===== config.mk =====
export PLATFORM = sky130hd
export DESIGN_NAME = mgmt_frame_master
export DESIGN_NICKNAME = d
export VERILOG_FILES = /design/src/rtl/mgmt_pkg.sv /design/src/rtl/mgmt_mdc_gen.sv /design/src/rtl/mgmt_sync2.sv /design/src/rtl/mgmt_seq.sv /design/src/rtl/mgmt_frame_master.sv
export SDC_FILE = /design/constraint.sdc
export NUM_CORES = 1
export LEC_CHECK = 0
export BUFFER_PORTS_ARGS = -buffer_cell sky130_fd_sc_hd__buf_2
export CAP_MARGIN = 0
export CORE_ASPECT_RATIO = 2
export CORE_UTILIZATION = 53
export DETAILED_ROUTE_END_ITERATION = 7
export PLACE_DENSITY = 0.75
export SYNTH_ARGS = -nofsm -noshare
export SYNTH_HDL_FRONTEND = slang
export SYNTH_SLANG_ARGS = --single-unit

===== constraint.sdc =====
create_clock -name clk -period 1.9 [get_ports clk]
set_clock_uncertainty 0.05 [all_clocks]
set_input_delay 0.19 -clock clk [delete_from_list [all_inputs] [get_ports clk]]
set_output_delay 0.19 -clock clk [all_outputs]
set_load 0.005 [all_outputs]

===== src/rtl/mgmt_pkg.sv =====
package mgmt_pkg;
  parameter int PHY_AW    = 5;
  parameter int REG_AW    = 5;
  parameter int DATA_W    = 16;
  parameter int PRE_LEN   = 32;
  parameter int RECOV_LEN = 32;
  parameter int RD_TAIL   = 2;
  parameter int WR_TAIL   = 1;

  // header = preamble + start pair + opcode + two addresses
  localparam int HDR_W = PRE_LEN + 4 + PHY_AW + REG_AW;
  localparam int WR_W  = HDR_W + 2 + DATA_W;
  localparam int CNT_W = $clog2(WR_W);

  localparam logic [1:0] SOF_PAT = 2'b01;
  localparam logic [1:0] OP_RD   = 2'b10;
  localparam logic [1:0] OP_WR   = 2'b01;
  localparam logic [1:0] TA_PAT  = 2'b10;

  typedef enum logic [2:0] {S_IDLE, S_TX, S_TA, S_RX, S_TAIL} seq_st_t;

  function automatic logic [WR_W-1:0] build_frame(
      input logic              rd,
      input logic [PHY_AW-1:0] pa,
      input logic [REG_AW-1:0] ra,
      input logic [DATA_W-1:0] wd);
    build_frame = {{PRE_LEN{1'b1}}, SOF_PAT, (rd ? OP_RD : OP_WR), pa, ra, TA_PAT, wd};
  endfunction
endpackage


===== src/rtl/mgmt_mdc_gen.sv =====
module mgmt_mdc_gen #(
  parameter int HALF_DIV = 20
) (
  input  logic clk,
  input  logic rst_n,
  input  logic run,
  output logic mdc,
  output logic fall_tk
);
  localparam int DIV_W = (HALF_DIV > 2) ? $clog2(HALF_DIV) : 1;
  localparam logic [DIV_W-1:0] DIV_LAST = DIV_W'(HALF_DIV - 1);

  logic [DIV_W-1:0] cnt, cnt_n;
  logic             mdc_n, tk;

  assign tk      = run && (cnt == DIV_LAST);
  assign fall_tk = tk && mdc;

  always_comb begin
    cnt_n = cnt;
    mdc_n = mdc;
    if (!run) begin
      cnt_n = '0;
      mdc_n = 1'b0;
    end else if (tk) begin
      cnt_n = '0;
      mdc_n = !mdc;
    end else begin
      cnt_n = cnt + DIV_W'(1);
    end
  end

  always_ff @(posedge clk or negedge rst_n) begin
    if (!rst_n) begin
      cnt <= '0;
      mdc <= 1'b0;
    end else begin
      cnt <= cnt_n;
      mdc <= mdc_n;
    end
  end


  mdc_idle_low_chk: assert property (@(posedge clk) disable iff (!rst_n)
    !run |=> !mdc);
endmodule


===== src/rtl/mgmt_sync2.sv =====
module mgmt_sync2 (
  input  logic clk,
  input  logic rst_n,
  input  logic din,
  output logic dout
);
  logic meta;

  always_ff @(posedge clk or negedge rst_n) begin
    if (!rst_n) begin
      meta <= 1'b1;
      dout <= 1'b1;
    end else begin
      meta <= din;
      dout <= meta;
    end
  end
endmodule


===== src/rtl/mgmt_seq.sv =====
module mgmt_seq
  import mgmt_pkg::*;
(
  input  logic              clk,
  input  logic              rst_n,
  input  logic              start,
  input  logic              rd_nwr,
  input  logic [PHY_AW-1:0] phy_addr,
  input  logic [REG_AW-1:0] reg_addr,
  input  logic [DATA_W-1:0] wr_data,
  input  logic              mdc,
  input  logic              fall_tk,
  input  logic              mdio_s,
  output logic              run,
  output logic              mdio_out,
  output logic              mdio_oe,
  output logic [DATA_W-1:0] rd_data,
  output logic              done,
  output logic              no_phy
);
  localparam logic [CNT_W-1:0] HDR_LAST  = CNT_W'(HDR_W - 1);
  localparam logic [CNT_W-1:0] WR_LAST   = CNT_W'(WR_W - 1);
  localparam logic [CNT_W-1:0] RX_LAST   = CNT_W'(DATA_W - 1);
  localparam logic [CNT_W-1:0] RD_TL     = CNT_W'(RD_TAIL - 1);
  localparam logic [CNT_W-1:0] WR_TL     = CNT_W'(WR_TAIL - 1);
  localparam logic [CNT_W-1:0] RECOV_TL  = CNT_W'(RECOV_LEN - 1);

  seq_st_t           st, st_n;
  logic [WR_W-1:0]   sh, sh_n;
  logic [CNT_W-1:0]  cnt, cnt_n;
  logic [DATA_W-1:0] rx, rx_n, rdat_n;
  logic              is_rd, rd_n, miss, miss_n, oe_n, err_n, done_n;

  assign run      = (st != S_IDLE);
  assign mdio_out = sh[WR_W-1];

  always_comb begin
    st_n   = st;
    sh_n   = sh;
    cnt_n  = cnt;
    rx_n   = rx;
    rd_n   = is_rd;
    miss_n = miss;
    oe_n   = mdio_oe;
    rdat_n = rd_data;
    err_n  = no_phy;
    done_n = 1'b0;
    unique case (st)
      S_IDLE: if (start) begin
        st_n   = S_TX;
        sh_n   = build_frame(rd_nwr, phy_addr, reg_addr, wr_data);
        cnt_n  = '0;
        rd_n   = rd_nwr;
        miss_n = 1'b0;
        oe_n   = 1'b1;
      end
      S_TX: if (fall_tk) begin
        sh_n  = sh << 1;
        cnt_n = cnt + CNT_W'(1);
        if (is_rd && cnt == HDR_LAST) begin
          st_n = S_TA;
          oe_n = 1'b0;
        end else if (!is_rd && cnt == WR_LAST) begin
          st_n  = S_TAIL;
          oe_n  = 1'b0;
          cnt_n = WR_TL;
        end
      end
      S_TA: if (fall_tk) begin
        if (mdio_s) begin
          st_n   = S_TAIL;
          miss_n = 1'b1;
          cnt_n  = RECOV_TL;
        end else begin
          st_n  = S_RX;
          cnt_n = '0;
        end
      end
      S_RX: if (fall_tk) begin
        rx_n  = {rx[DATA_W-2:0], mdio_s};
        cnt_n = cnt + CNT_W'(1);
        if (cnt == RX_LAST) begin
          st_n  = S_TAIL;
          cnt_n = RD_TL;
        end
      end
      S_TAIL: if (fall_tk) begin
        if (cnt == '0) begin
          st_n   = S_IDLE;
          done_n = 1'b1;
          err_n  = is_rd && miss;
          if (is_rd) rdat_n = miss ? '1 : rx;
        end else begin
          cnt_n = cnt - CNT_W'(1);
        end
      end
      default: st_n = S_IDLE;
    endcase
  end

  always_ff @(posedge clk or negedge rst_n) begin
    if (!rst_n) begin
      st      <= S_IDLE;
      sh      <= '0;
      cnt     <= '0;
      rx      <= '0;
      is_rd   <= 1'b0;
      miss    <= 1'b0;
      mdio_oe <= 1'b0;
      rd_data <= '0;
      no_phy  <= 1'b0;
      done    <= 1'b0;
    end else begin
      st      <= st_n;
      sh      <= sh_n;
      cnt     <= cnt_n;
      rx      <= rx_n;
      is_rd   <= rd_n;
      miss    <= miss_n;
      mdio_oe <= oe_n;
      rd_data <= rdat_n;
      no_phy  <= err_n;
      done    <= done_n;
    end
  end


  mdio_low_phase_chk: assert property (@(posedge clk) disable iff (!rst_n)
    !$stable(mdio_out) |-> !mdc);


  idle_release_chk: assert property (@(posedge clk) disable iff (!rst_n)
    (st == S_IDLE) |-> !mdio_oe);


  rx_release_chk: assert property (@(posedge clk) disable iff (!rst_n)
    (st == S_RX || st == S_TA) |-> !mdio_oe);


  done_pulse_chk: assert property (@(posedge clk) disable iff (!rst_n)
    done |=> !done);


  absent_value_chk: assert property (@(posedge clk) disable iff (!rst_n)
    (done && no_phy) |-> (rd_data == '1));


  busy_ignore_chk: assert property (@(posedge clk) disable iff (!rst_n)
    (st == S_TX && start && !fall_tk) |=> $stable(sh));
endmodule


===== src/rtl/mgmt_frame_master.sv =====
module mgmt_frame_master
  import mgmt_pkg::*;
#(
  parameter int HALF_DIV = 20
) (
  input  logic              clk,
  input  logic              rst_n,
  input  logic              start,
  input  logic              rd_nwr,
  input  logic [PHY_AW-1:0] phy_addr,
  input  logic [REG_AW-1:0] reg_addr,
  input  logic [DATA_W-1:0] wr_data,
  output logic              mdc,
  output logic              mdio_out,
  output logic              mdio_oe,
  input  logic              mdio_in,
  output logic [DATA_W-1:0] rd_data,
  output logic              done,
  output logic              no_phy
);
  logic run, fall_tk, mdio_s;

  mgmt_mdc_gen #(.HALF_DIV(HALF_DIV)) u_div (
    .clk     (clk),
    .rst_n   (rst_n),
    .run     (run),
    .mdc     (mdc),
    .fall_tk (fall_tk)
  );

  mgmt_sync2 u_sync (
    .clk   (clk),
    .rst_n (rst_n),
    .din   (mdio_in),
    .dout  (mdio_s)
  );

  mgmt_seq u_seq (
    .clk      (clk),
    .rst_n    (rst_n),
    .start    (start),
    .rd_nwr   (rd_nwr),
    .phy_addr (phy_addr),
    .reg_addr (reg_addr),
    .wr_data  (wr_data),
    .mdc      (mdc),
    .fall_tk  (fall_tk),
    .mdio_s   (mdio_s),
    .run      (run),
    .mdio_out (mdio_out),
    .mdio_oe  (mdio_oe),
    .rd_data  (rd_data),
    .done     (done),
    .no_phy   (no_phy)
  );
endmodule


==> impl_metrics.csv <==
group,metric,value,unit
run_status,status,"finished with violations",
run_status,violations,"negative setup slack",
floorplanning,coreArea,0.00976,sq mm
sta,hold_slack,0.000803,ns
global_routing,grt_pass1_vias,4597,
placement,dpl.cell_count,750,
routing,viasPerCell,5.99,
synth,yosys-top-cells-area,"dfrtp_1 (54%), nor2_1 (9.4%), a21oi_1 (5.5%)",
floorplanning,pin_count,52,
sta,hold_viol,0,
final_layout,synthToLayoutAreaGrowth,43.1,%
setup_path,cp_max_fo,10,
setup_path,worstSetupStartpointType,"flop",
floorplanning,fp.dieArea,0.0105,sq mm
routing,routed_wl,16.6,mm
sta,finalCriticalPeriod,1.97,ns
clocking,path_clk_slew,0.06,ns
synth,synth-main-ff-cell,"dfrtp_1",
synth,yosysTopAreaCellShare,0.541,
routing,vias,4948,
synth,synth_compound_area_frac,0.147,
final_layout,antenna_cells,0,
clocking,cts_tree,"built",
global_routing,antenna_found_initial,0,
setup_path,critPathKind,"flop to flop",
clocking,clockBufferDepth,2,
power_and_ir_drop,clock_power_share,0.408,
setup_path,endpoint_kind,"flop",
floorplanning,start_util,0.549,
routing,wire_per_inst,20.1,um
synth,synth_adder_area_share,0.0117,
sta,maxSlewViolCount,0,
synth,synthArstFlopShare,1.00,
flow_run,max-cap-violations,0,
sta,setup_ws,-0.0728,ns
final_layout,drive_above_1_share,0.359,
placement,port_buffers,51,
power_and_ir_drop,power.share.sequential,0.354,
sta,worstMarginPinSlew,0.607,ns
placement,dpl.hpwl,8.08,mm
global_routing,grt_pass1_wl,21.3,mm
synth,synth_warnings,0,
synth,syn_avg_cell_area,9.49,sq um
sta,relSlewSlack,0.595,
synth,synth_common_cells,"nor2_1 (135), dfrtp_1 (116), nand2_1 (64), a21oi_1 (59), a31oi_1 (31)",
sta,timing.fmax,507,MHz
global_routing,grt_usage,0.272,
clocking,cts_buffers,17,
synth,yosysMostFrequentCell,"nor2_1",
power_and_ir_drop,p_sw_frac,0.306,
synth,ys_types,56,
synth,syn_nets,601,
final_layout,layout.cells.non_filler,826,
synth,ys_ff_latch,118,
power_and_ir_drop,p_leak,3.25,nW
power_and_ir_drop,power.density,1200,mW/mm^2
floorplanning,rows,51,
routing,ant_nets,0,
power_and_ir_drop,p_int,6.37,mW
power_and_ir_drop,p_switching,2.81,mW
synth,synth_area,0.00536,sq mm
setup_path,arrival,2.25,ns
clocking,h-tree-depth,4,
final_layout,nets,717,
clocking,numClockSinks,118,
worst_hold_path,hold_path_class,"input port to flop",
synth,synthMuxAreaShare,0.0394,
global_routing,grt.overflow.total,0,
synth,synth_edf_count,0,
synth,synth-simple-area-share,0.194,
global_routing,grt_max_degree,62,
clocking,insertion_delay,0.41,ns
sta,setup_violations,30,
routing,post-route-drc-count,0,
sta,rsz0062_at_grt,"yes",
routing,dr.pass1.iters,7,
synth,synth_largest_area_cell,"dfrtp_1",
floorplanning,die_h,144,um
placement,globalplace.congestion,0.958,
power_and_ir_drop,power_frac_comb,0.238,
synth,syn_inst,565,
synth,seq_area_frac_synth,0.551,
synth,synth-xor-area-share,0.00653,
synth,synth_top_family_by_area,"simple AND/OR/NAND/NOR gates",
routing,drtIter0Drc,326,
clocking,cts_root_buf,"clkbuf_16",
power_and_ir_drop,irDropWorstVdd,0.000824,V
sta,fin_crit_sh,1.04,
setup_path,crit_required,2.17,ns
floorplanning,die_w,73.1,um
[through the flow]
stage | total power, mW | worst slack [ns] | instance area [sq um] | TNS, ns | util
finish | 9.18 | -0.0728 | 7670 | -1.11 | 0.786
global route | 9.54 | -0.141 | 7670 | -4.05 | 0.786
CTS | 8.78 | 0.00285 | 6930 | 0 | 0.710
detailed placement | 4.97 | -0.0473 | 5990 | -0.522 | 0.614
global placement | 4.90 | 0.0175 | 5990 | 0 | 0.614
floorplan | 4.24 | 0.00799 | 5360 | 0 | -
[cell usage in the layout, fill, tap and decap left out, types with 6 or more instances in the layout]
cell type / instances
dfrtp_1: 115
nor2_1: 100
nand2_1: 63
buf_2: 50
a21oi_1: 42
buf_4: 33
clkbuf_16: 27
a31oi_1: 25
nor2_2: 22
dlygate4sd3_1: 19
mux2_2: 17
a21oi_2: 17
nor2_4: 16
inv_1: 12
buf_12: 11
buf_6: 10
nor3_1: 9
nand3_1: 7
bufinv_16: 6
[critical path, stage by stage, from the launching register on]
cell and delay (ns):
dfrtp_1 0.38, ha_2 0.20, and4bb_4 0.28, nand2_4 0.08, o31ai_4 0.26, buf_6 0.22
buf_6 0.18, nor2_1 0.07, a21oi_1 0.16
[power groups by stage]
stage / combinational, mW / sequential [mW] / clock [mW]
floorplan: 1.16 / 3.08 / 0
detailed placement: 1.78 / 3.18 / 0
global route: 2.37 / 3.28 / 3.89
finish: 2.18 / 3.25 / 3.74
global placement: 1.73 / 3.17 / 0
CTS: 1.86 / 3.15 / 3.77
[kinds of logic (layout without fill, tap and decap cells)]
kind of cell    after synthesis  count (layout)
compound gates              127             127
xor+xnor                      4               4
fa+ha+maj                     5               5
buf+inv                      49             178
flops                       118             118
mux                          19              19
simple gates                243             243
[per-layer routing]
metal	GRT usage	up-vias	routed length (um)
met3	0.0578	85	705
met1	0.283	2471	5780
met4	0.138	0	890
met2	0.499	226	9210
met5	0	-	0
li1	-	2166	-
[state kept, by name (all words and copies together), names as in the netlist, 3 cells and up]
signal / count
u_seq.cnt: 6
u_seq.rx: 16
u_seq.sh: 64
u_div.cnt: 5
u_seq.rd_data: 16
u_seq.st: 3
[worst paths after layout]
check | start | end | slack, ns | cells past startpoint
setup / recovery | u_div.cnt[1]$_DFF_PN0_ | u_seq.sh[55]$_DFFE_PN0P_ | -0.07 | 8
hold / removal | phy_addr[2] | u_seq.sh[25]$_DFFE_PN0P_ | 0.0008 | 3
setup reg to reg | u_div.cnt[1]$_DFF_PN0_ | u_seq.sh[55]$_DFFE_PN0P_ | -0.07 | 8
hold reg to reg | u_sync.meta$_DFF_PN1_ | u_sync.dout$_DFF_PN1_ | 0.31 | 0
max in group asynchronous | rst_n | u_seq.sh[49]$_DFFE_PN0P_ | 0.94 | 3
min in group asynchronous | rst_n | u_seq.rx[9]$_DFFE_PN0P_ | 0.25 | 2
[repair_timing]
item / in CTS / in global routing
hold buffers: 18 / 1
gates cloned: 1 / 13
resized for setup: 4 / 99
endpoints found under the setup margin: 60 / 89
endpoints found under the hold margin: 50 / 1
setup buffers: 4 / 8
pin swaps: 1 / 2
[final cells by class]
cell class	count	area, sq um
Clock buffer	19	453
Clock inverter	13	240
Multi-Input combinational cell	398	2520
Fill cell	568	2090
Inverter	12	45.0
Timing Repair Buffer	134	1300
Sequential cell	118	2960
Tap cell	132	165
No activity file was read; power rests on OpenSTA's default activity.
